## src/rtl/edge_irq_pkg.sv

```systemverilog
package edge_irq_pkg;
  localparam int NLINES    = 3;
  localparam int LINE_LAT0 = 0;
  localparam int LINE_IRQ  = 1;
  localparam int LINE_LAT3 = 2;
  localparam int NLAT      = 2;
endpackage

```

## src/rtl/pin_sync.sv

```systemverilog
module pin_sync #(
  parameter int W = 3
) (
  input  logic         clk,
  input  logic         rst_n,
  input  logic [W-1:0] d,
  output logic [W-1:0] q
);
  logic [W-1:0] s1_q;
  logic [W-1:0] s2_q;

  // reset to the idle (high) level of the active-low lines
  always_ff @(posedge clk or negedge rst_n) begin
    if (!rst_n) begin
      s1_q <= '1;
      s2_q <= '1;
    end else begin
      s1_q <= d;
      s2_q <= s1_q;
    end
  end

  assign q = s2_q;
endmodule

```

## src/rtl/pulse_qual.sv

```systemverilog
module pulse_qual #(
  parameter int LOW_CYC = 2
) (
  input  logic clk,
  input  logic rst_n,
  input  logic cyc_en,
  input  logic lvl,
  output logic evt
);
  localparam int CW = $clog2(LOW_CYC + 1);
  localparam logic [CW-1:0] LAST = CW'(LOW_CYC - 1);

  logic          armed_q, armed_d;
  logic [CW-1:0] cnt_q, cnt_d;
  logic          evt_c;

  always_comb begin
    armed_d = armed_q;
    cnt_d   = cnt_q;
    evt_c   = 1'b0;
    if (cyc_en) begin
      if (lvl) begin
        armed_d = 1'b1;
        cnt_d   = '0;
      end else if (armed_q) begin
        if (cnt_q == LAST) begin
          evt_c   = 1'b1;
          armed_d = 1'b0;
          cnt_d   = '0;
        end else begin
          cnt_d = cnt_q + CW'(1);
        end
      end
    end
  end

  always_ff @(posedge clk or negedge rst_n) begin
    if (!rst_n) begin
      armed_q <= 1'b0;
      cnt_q   <= '0;
    end else if (cyc_en) begin
      armed_q <= armed_d;
      cnt_q   <= cnt_d;
    end
  end

  assign evt = evt_c;
endmodule

```

## src/rtl/irq_gate.sv

```systemverilog
module irq_gate #(
  parameter int              PC_W   = 11,
  parameter logic [PC_W-1:0] VECTOR = PC_W'(255)
) (
  input  logic            clk,
  input  logic            rst_n,
  input  logic            evt,
  input  logic            ien_i,
  input  logic            safe_pt_i,
  input  logic            ack_i,
  input  logic            skip_i,
  output logic            req_o,
  output logic            take_o,
  output logic            ien_clr_o,
  output logic [PC_W-1:0] vec_o,
  output logic            push_skip_o
);
  logic pend_q, pend_d;
  logic take_c;

  always_comb begin
    take_c = pend_q & ack_i & safe_pt_i;
    pend_d = ien_i & ~take_c & (pend_q | evt);
  end

  always_ff @(posedge clk or negedge rst_n) begin
    if (!rst_n) pend_q <= 1'b0;
    else        pend_q <= pend_d;
  end

  assign req_o       = pend_q;
  assign take_o      = take_c;
  assign ien_clr_o   = take_c;
  assign vec_o       = VECTOR;
  assign push_skip_o = take_c & skip_i;
endmodule

```

## src/rtl/edge_irq_unit.sv

```systemverilog
module edge_irq_unit
  import edge_irq_pkg::*;
#(
  parameter int              LOW_CYC = 2,
  parameter int              PC_W    = 11,
  parameter logic [PC_W-1:0] VECTOR  = PC_W'(255)
) (
  input  logic            clk,
  input  logic            rst_n,
  input  logic            cyc_en,
  input  logic [2:0]      pins_n,
  input  logic            aux_gp_en,
  input  logic            aux_in,
  input  logic            rd_i,
  output logic [3:0]      rd_data_o,
  input  logic            ien_i,
  output logic            ien_clr_o,
  input  logic            safe_pt_i,
  input  logic            ack_i,
  input  logic            skip_i,
  output logic            req_o,
  output logic            take_o,
  output logic [PC_W-1:0] vec_o,
  output logic            push_skip_o
);
  logic [NLINES-1:0] lvl;
  logic [NLINES-1:0] evt;
  logic [NLAT-1:0]   lat_q, lat_d;
  logic [NLAT-1:0]   lat_evt;

  pin_sync #(.W(NLINES)) u_sync (
    .clk  (clk),
    .rst_n(rst_n),
    .d    (pins_n),
    .q    (lvl)
  );

  for (genvar i = 0; i < NLINES; i++) begin : g_qual
    pulse_qual #(.LOW_CYC(LOW_CYC)) u_qual (
      .clk   (clk),
      .rst_n (rst_n),
      .cyc_en(cyc_en),
      .lvl   (lvl[i]),
      .evt   (evt[i])
    );
  end

  assign lat_evt = {evt[LINE_LAT3], evt[LINE_LAT0]};

  always_comb begin
    lat_d = (lat_q & ~{NLAT{rd_i}}) | lat_evt;
  end

  always_ff @(posedge clk or negedge rst_n) begin
    if (!rst_n) lat_q <= '0;
    else        lat_q <= lat_d;
  end

  assign rd_data_o = {lat_q[1], (aux_gp_en ? aux_in : 1'b1), 1'b0, lat_q[0]};

  irq_gate #(.PC_W(PC_W), .VECTOR(VECTOR)) u_gate (
    .clk        (clk),
    .rst_n      (rst_n),
    .evt        (evt[LINE_IRQ]),
    .ien_i      (ien_i),
    .safe_pt_i  (safe_pt_i),
    .ack_i      (ack_i),
    .skip_i     (skip_i),
    .req_o      (req_o),
    .take_o     (take_o),
    .ien_clr_o  (ien_clr_o),
    .vec_o      (vec_o),
    .push_skip_o(push_skip_o)
  );
endmodule

```

## config.mk

```make
export PLATFORM = sky130hd
export DESIGN_NAME = edge_irq_unit
export DESIGN_NICKNAME = d
export VERILOG_FILES = /design/src/rtl/edge_irq_pkg.sv /design/src/rtl/pin_sync.sv /design/src/rtl/pulse_qual.sv /design/src/rtl/irq_gate.sv /design/src/rtl/edge_irq_unit.sv
export SDC_FILE = /design/constraint.sdc
export NUM_CORES = 1
export LEC_CHECK = 0
export BUFFER_PORTS_ARGS = -buffer_cell sky130_fd_sc_hd__buf_2
export CAP_MARGIN = 40
export CELL_PAD_IN_SITES_DETAIL_PLACEMENT = 1
export CELL_PAD_IN_SITES_GLOBAL_PLACEMENT = 1
export CORE_UTILIZATION = 36
export DETAILED_ROUTE_END_ITERATION = 6
export HOLD_SLACK_MARGIN = 0.06
export PLACE_DENSITY_LB_ADDON = 0.1
export RECOVER_POWER = 100
export SETUP_SLACK_MARGIN = 0.2
export SLEW_MARGIN = 20
export SYNTH_ARGS = -nofsm -noshare
export SYNTH_HDL_FRONTEND = slang
export SYNTH_SLANG_ARGS = --single-unit
```

## constraint.sdc

```tcl
create_clock -name clk -period 1.7 [get_ports clk]
set_clock_uncertainty 0.15 [all_clocks]
set_input_delay 0.17 -clock clk [delete_from_list [all_inputs] [get_ports clk]]
set_output_delay 0.17 -clock clk [all_outputs]
set_load 0.1 [all_outputs]
```

==> impl_metrics.yaml, run 1 <==
status:
  run_status: "completed"
run:
  drv_cap: 0
finish:
  synthToLayoutAreaGrowth_pct: 19.9
  drive_above_1_share_pct: 34.0
  num-nets-final: 111
  mostFrequentLayoutCells: "12 x conb_1, 12 x buf_2, 11 x dfrtp_1, 6 x clkbuf_4, 6 x dlygate4sd3_1"
  multi_input_area_um2: 299
  seqCellArea_um2: 462
  layout.cell_area.non_filler_mm2: 0.00102
  num_antenna_cells: 0
  num-fill-cells: 263
hold_path:
  hold_path_class: "input port to flop"
placement:
  routability_congestion: 0.679
  dp_hpwl_um: 992
  post_dp_cell_area_um2: 940
  buffer_ports.inserted: 19
power:
  pwr_density_cell_mw_per_mm2: 1150
  swShare_pct: 38.7
  static-leakage-power_nw: 0.512
  p_switching_uw: 457
  vdd_drop_max_v: 0.000555
  power.share.sequential_pct: 47.4
  p_comb_share_pct: 31.0
  clkPwrFrac_pct: 21.6
  internal_power_uw: 723
timing:
  max_freq_mhz: 641
  setup_violations: 0
  slew-limit-headroom_pct: 64.2
  final.min_clock_period_ns: 1.56
  finalHoldViolCount: 0
  crit_share_post_route_pct: 91.7
  hold-worst-slack_ns: 0.0746
  worst_pin_slew_ns: 0.540
  setup_repair_after_global_routing_missed_its_margin: "true"
  final-max-slew-violation-count: 0
route:
  drt_pass1_iterations: 4
  finalWirelength_mm: 1.40
  vias_per_cell: 4.40
  drtAntennaViolNets: 0
  num_vias: 550
  post_drt_wl_per_cell_um: 11.2
  drcViolationCount: 0
  drt_iter0_drcs: 4
synthesis:
  ys.warnings.count: 0
  yosys_register_bits: 18
  syn_avg_cell_area_um2: 12.0
  synth_seq_area_share_pct: 53.6
  post_synth_inst_count: 71
  mappedNetlistArea_um2: 855
  post_synth_num_cell_types: 28
clock_tree:
  cts_tree: "done"
  cts_buffers: 3
  clock_tree.buffer_depth: 2
  cts.htree.levels: 1
  clock_tree.root_cell: "clkbuf_4"
  cts_num_sinks: 18
  clk_pin_slew_worst_paths_ns: 0.10
  clock_latency_ns: 0.28
critical_path:
  rr_startpoint: "u_sync.q[1]"
  worstReg2RegEnd: "g_qual[1].u_qual.cnt_q[0]"
  cp-startpoint: "u_gate.req_o"
  timing.critical_path.to: "push_skip_o"
  timing.critical_path.arrival_ns: 1.24
  r2r_slack_ns: 0.42
  crit_path_max_fanout: 3
  critical_path.startpoint_type: "flop"
  required_time_reported_for_the_critical_path_endpoint_ns: 1.38
  crit_type: "flop to primary output"
  timing.critical_path.to_type: "primary output"
  worstRegToRegCells: 2
grt:
  grt_pass1_vias: 543
  wire_length_of_the_first_global_routing_pass_mm: 2.33
  groute.usage.overall_pct: 12.2
  globalRoute.totalOverflow: 0
  antenna_violations_before_repair: 0
  grt_max_degree: 19
floorplanning:
  fp-row-count: 17
  floorplan.core_area_mm2: 0.00223
  die_width_um: 50.7
  die_h_um: 50.7
  initial_cell_density_of_the_core_pct: 38.3
  ioPinCount: 32
  fp.dieArea_mm2: 0.00257
-- cell families after synthesis --
family	synth area share, %
simple gates	13.6
buf+inv	14.9
flops	53.6
mux	1.17
compound gates	15.8
other cells	0.879
-- cell usage after synthesis --
master,count,area (um2)
a211o_1,1,8.76
a21boi_0,3,22.5
a21o_1,3,22.5
a22o_1,2,17.5
a32o_1,1,10.0
and2_1,1,6.26
and3_1,1,6.26
and3b_1,1,8.76
and4bb_1,1,12.5
buf_4,13,97.6
buf_6,1,11.3
conb_1,2,7.51
dfrtp_1,12,300
dfstp_2,6,158
inv_1,5,18.8
mux2i_1,1,10.0
nand2_1,3,11.3
nand2b_1,2,12.5
nand3b_1,1,7.51
nand3b_2,2,22.5
nor2_1,1,3.75
nor2b_1,1,6.26
nor4bb_1,1,10.0
o21a_1,1,7.51
o21ai_0,1,5.00
o311ai_1,1,8.76
o32ai_2,2,32.5
or3b_1,1,8.76
-- cell type report --
class                   instances  area share (%)
clock buffers                   4            3.54
inverters                       5            1.83
multi-input cells              44            29.2
flip-flops and latches         18            45.1
well taps                      28            3.42
repair buffers                 26            17.0
-- critical path, cell delays in order (launching register included) --
cell	delay [ns]
dfrtp_4	0.49
and3_4	0.16
and2_4	0.13
buf_6	0.17
-- power by group through the flow --
stage | clock network [mW] | registers, mW | logic [mW]
finish | 0.255 | 0.559 | 0.366
global route | 0.283 | 0.570 | 0.388
CTS | 0.266 | 0.562 | 0.381
detailed placement | 0 | 0.569 | 0.365
global placement | 0 | 0.567 | 0.360
floorplan | 0 | 0.621 | 0.268
-- per-stage QoR --
step	power [mW]	setup TNS [ns]	worst slack [ns]	cells	util, %
after floorplan	0.889	-0.101	-0.0693	81	-
after global placement	0.927	0	0.383	114	42.1
after detailed placement	0.935	0	0.369	114	42.1
after CTS	1.21	0	0.137	125	46.9
after global routing	1.24	0	0.103	125	45.9
final	1.18	0	0.141	125	45.9
-- what timing repair did --
item / in CTS / in global routing
pin swaps: 2 / 0
hold buffers: 6 / 0
hold endpoints to repair: 24 / 0
buffers inserted: 1 / 0
gates resized for setup: 2 / 0
endpoints found under the setup margin: 3 / 3
-- registers in the layout, indices dropped and copies added (netlist names) --
signal	cells
u_sync.q	3
g_qual.u_qual.cnt_q	6
lat_q	2
u_sync.s1_q	3
g_qual.u_qual.armed_q	3
u_gate.req_o	1
-- worst min-delay path by stage --
stage | startpoint | endpoint | slack (ns) | cells after the start
after CTS | ack_i | u_gate.req_o | 0.07 | 3
final | ack_i | u_gate.req_o | 0.07 | 3
after detailed placement | rst_n | g_qual[2].u_qual.armed_q | -0.03 | 1
after global placement | rst_n | g_qual[2].u_qual.armed_q | -0.03 | 1
after global routing | ack_i | u_gate.req_o | 0.08 | 3
after floorplan | rst_n | g_qual[0].u_qual.armed_q | -0.28 | 0
-- layer usage --
metal  up-vias  share of wire (%)  global-route usage [%]
met5         -                  0                       0
met4         0               0.72                    6.94
met3         2                4.8                    1.82
met2        20                 47                    19.1
met1       257                 48                    16.1
li1        271                  -                       -
Note: power is estimated with default switching activity, not from simulation.
==> run 2: changes to the inputs <==
--- a/config.mk
+++ b/config.mk
@@ -5,11 +5,12 @@
 export SDC_FILE = /design/constraint.sdc
 export NUM_CORES = 1
 export LEC_CHECK = 0
+export ABC_AREA = 1
 export BUFFER_PORTS_ARGS = -buffer_cell sky130_fd_sc_hd__buf_2
 export CAP_MARGIN = 40
 export CELL_PAD_IN_SITES_DETAIL_PLACEMENT = 1
 export CELL_PAD_IN_SITES_GLOBAL_PLACEMENT = 1
-export CORE_UTILIZATION = 36
+export CORE_UTILIZATION = 34
 export DETAILED_ROUTE_END_ITERATION = 6
 export HOLD_SLACK_MARGIN = 0.06
 export PLACE_DENSITY_LB_ADDON = 0.1
==> run 2 against run 1 <==
Against the previous run: total power fell by 4.8%; critical path type unchanged; wire length down 3.7%; worst hold slack improved by 0.0012 ns; largest cell class unchanged; area after synthesis decreased by 5.4%; flip-flop and latch count unchanged; clock power hardly changed; cell count grew 8.8%; combinational power shrank 5.5%; highest routed layer unchanged; register-to-register slack better by 0.13 ns.
==> impl_metrics.yaml, run 2 <==
synthesis:
  post_synth_num_cell_types: 19
  synth_enable_flop_cells: 0
  most_repeated_cell_in_the_gate_level_netlist_after_synthesis: "inv_1"
  post_synth_inst_count: 83
  synthArstFlopShare_pct: 100
  ys.warnings.count: 0
  synthDominantCellAreaShare_pct: 37.2
  syn_avg_cell_area_um2: 9.74
  yosys_register_bits: 18
  yosys-top-cells-area: "dfrtp_1 37%, dfstp_2 20%, buf_4 12%, inv_1 6.5%, nand2_1 4.6%"
  post_synth_top_cells: "14 x inv_1, 13 x buf_4, 12 x dfrtp_1"
  synth_flop_cell: "dfrtp_1"
  synth_seq_area_share_pct: 56.7
  mappedNetlistArea_um2: 808
  yosysTopAreaCell: "dfrtp_1"
finish:
  final_core_utilization_pct: 44.5
  max_flop_register: "g_qual.u_qual.cnt_q"
  layout.cell_area.non_filler_um2: 993
  layout.cells.most_common: "inv_1"
  finalNonFillerCells: 136
  num-nets-final: 122
  drive_above_1_share_pct: 32.4
  largest_register_ffs: 6
  num-fill-cells: 270
  num_antenna_cells: 0
  mostFrequentLayoutCells: "13 x inv_1, 12 x conb_1, 11 x dfrtp_1, 11 x buf_2, 10 x nand2_1"
  synthToLayoutAreaGrowth_pct: 22.9
floorplanning:
  fp.dieArea_mm2: 0.00258
  ioPinCount: 32
  die_h_um: 50.8
  die_width_um: 50.8
  floorplan.core_area_mm2: 0.00223
  initial_cell_density_of_the_core_pct: 36.2
  fp-row-count: 17
clock_tree:
  clock_latency_ns: 0.28
  clock_tree.buffer_depth: 2
  cts_num_sinks: 18
  cts.htree.levels: 1
  cts_setup_buffers: 0
  cts_buffers: 3
  clk_pin_slew_worst_paths_ns: 0.10
  cts_tree: "done"
  clock_tree.root_cell: "clkbuf_4"
placement:
  placement.setup.worst_slack_ns: 0.362
  buffer_ports.inserted: 19
  dp_hpwl_mm: 1.01
  post_dp_cell_area_um2: 895
  numPlacedInstances: 126
  routability_congestion: 0.750
grt:
  use_met3_pct: 1.82
  grt_pass1_vias: 510
  globalRoute.totalOverflow: 0
  wire_length_of_the_first_global_routing_pass_mm: 2.33
  grt_max_degree: 19
  groute.usage.overall_pct: 12.4
  antenna_violations_before_repair: 0
  grt_use_met2_pct: 18.7
  grt_util_met1_pct: 16.9
  top_usage_layer: "met2"
route:
  vias_per_cell: 4.15
  drtAntennaViolNets: 0
  num_vias: 565
  finalWirelength_mm: 1.35
  post_drt_wl_per_cell_um: 9.89
  drcViolationCount: 0
  drt_iter0_drcs: 8
  drt_pass1_iterations: 4
timing:
  slew-limit-headroom_pct: 38.4
  worst_pin_slew_ns: 0.924
  finalHoldViolCount: 0
  post-route-worst-setup-slack_ns: 0.164
  max_freq_mhz: 651
  setup_tns_ns: 0
  setup_repair_after_global_routing_missed_its_margin: "true"
  final-max-slew-violation-count: 0
  hold-worst-slack_ns: 0.0758
  crit_share_post_route_pct: 90.4
  setup_violations: 0
  final.min_clock_period_ns: 1.54
power:
  static-leakage-power_nw: 0.493
  pwr_density_cell_mw_per_mm2: 1130
  vdd_drop_max_v: 0.000480
  power.total_mw: 1.12
critical_path:
  timing.critical_path.arrival_ns: 1.22
  required_time_reported_for_the_critical_path_endpoint_ns: 1.38
  crit_type: "flop to primary output"
  critical_path.startpoint_type: "flop"
  worstRegToRegCells: 3
  timing.critical_path.to_type: "primary output"
  crit_path_max_fanout: 3
status:
  run_status: "completed"
hold_path:
  hold_path_depth: 4
  hold_path_class: "input port to flop"
run:
  drv_cap: 0
-- run 2: logic make-up (layout without fill, tap and decap cells) --
family          count (synthesis)  after routing  synth area share, %
buf+inv                        28             43                 20.0
simple gates                   23             23                 13.8
flops                          18             18                 56.7
compound gates                 12             12                 8.67
other cells                     2             12                0.929
-- run 2: where the power goes --
| group | leakage [nW] | switching [mW] | internal [mW] |
|---|---|---|---|
| Clock | 0.0210 | 0.124 | 0.130 |
| Sequential | 0.213 | 0.0363 | 0.487 |
| Combinational | 0.259 | 0.280 | 0.0661 |
| Total | 0.493 | 0.440 | 0.683 |
-- run 2: per-layer routing --
layer | routed length (um) | vias to the layer above
met3 | 51 | 2
met1 | 633 | 267
li1 | - | 280
met5 | 0 | -
met2 | 645 | 16
met4 | 14 | 0
-- run 2: timing repair --
| action | 4_1_cts | 5_1_grt |
|---|---|---|
| gates resized for setup | 6 | 2 |
| endpoints found under the hold margin | 24 | 0 |
| endpoints found under the setup margin | 3 | 4 |
| hold buffers | 6 | 0 |
| pin swaps | 0 | 1 |
-- run 2: final timing paths --
| path | from | to | slack (ns) |
|---|---|---|---|
| hold / removal | ack_i | u_gate.req_o | 0.08 |
| max in group asynchronous | rst_n | u_gate.req_o | 0.35 |
| min in group asynchronous | rst_n | g_qual[1].u_qual.cnt_q[1] | 0.38 |
| hold reg to reg | u_sync.s1_q[0] | u_sync.q[0] | 0.21 |
| setup reg to reg | u_sync.q[0] | g_qual[0].u_qual.cnt_q[0] | 0.55 |
| setup / recovery | u_gate.req_o | push_skip_o | 0.16 |
-- run 2: final cells by class --
type	instances	area (um2)	share of cell area (%)
flip-flops and latches	18	462	46.5
multi-input cells	47	243	24.4
clock buffers	4	36.3	3.65
inverters	14	56.3	5.67
repair buffers	25	161	16.2
well taps	28	35.0	3.53
-- run 2: critical path, stage by stage (launching register included) --
cell	delay, ns
dfrtp_4	0.44
nand3_4	0.10
nor2_4	0.11
buf_4	0.28
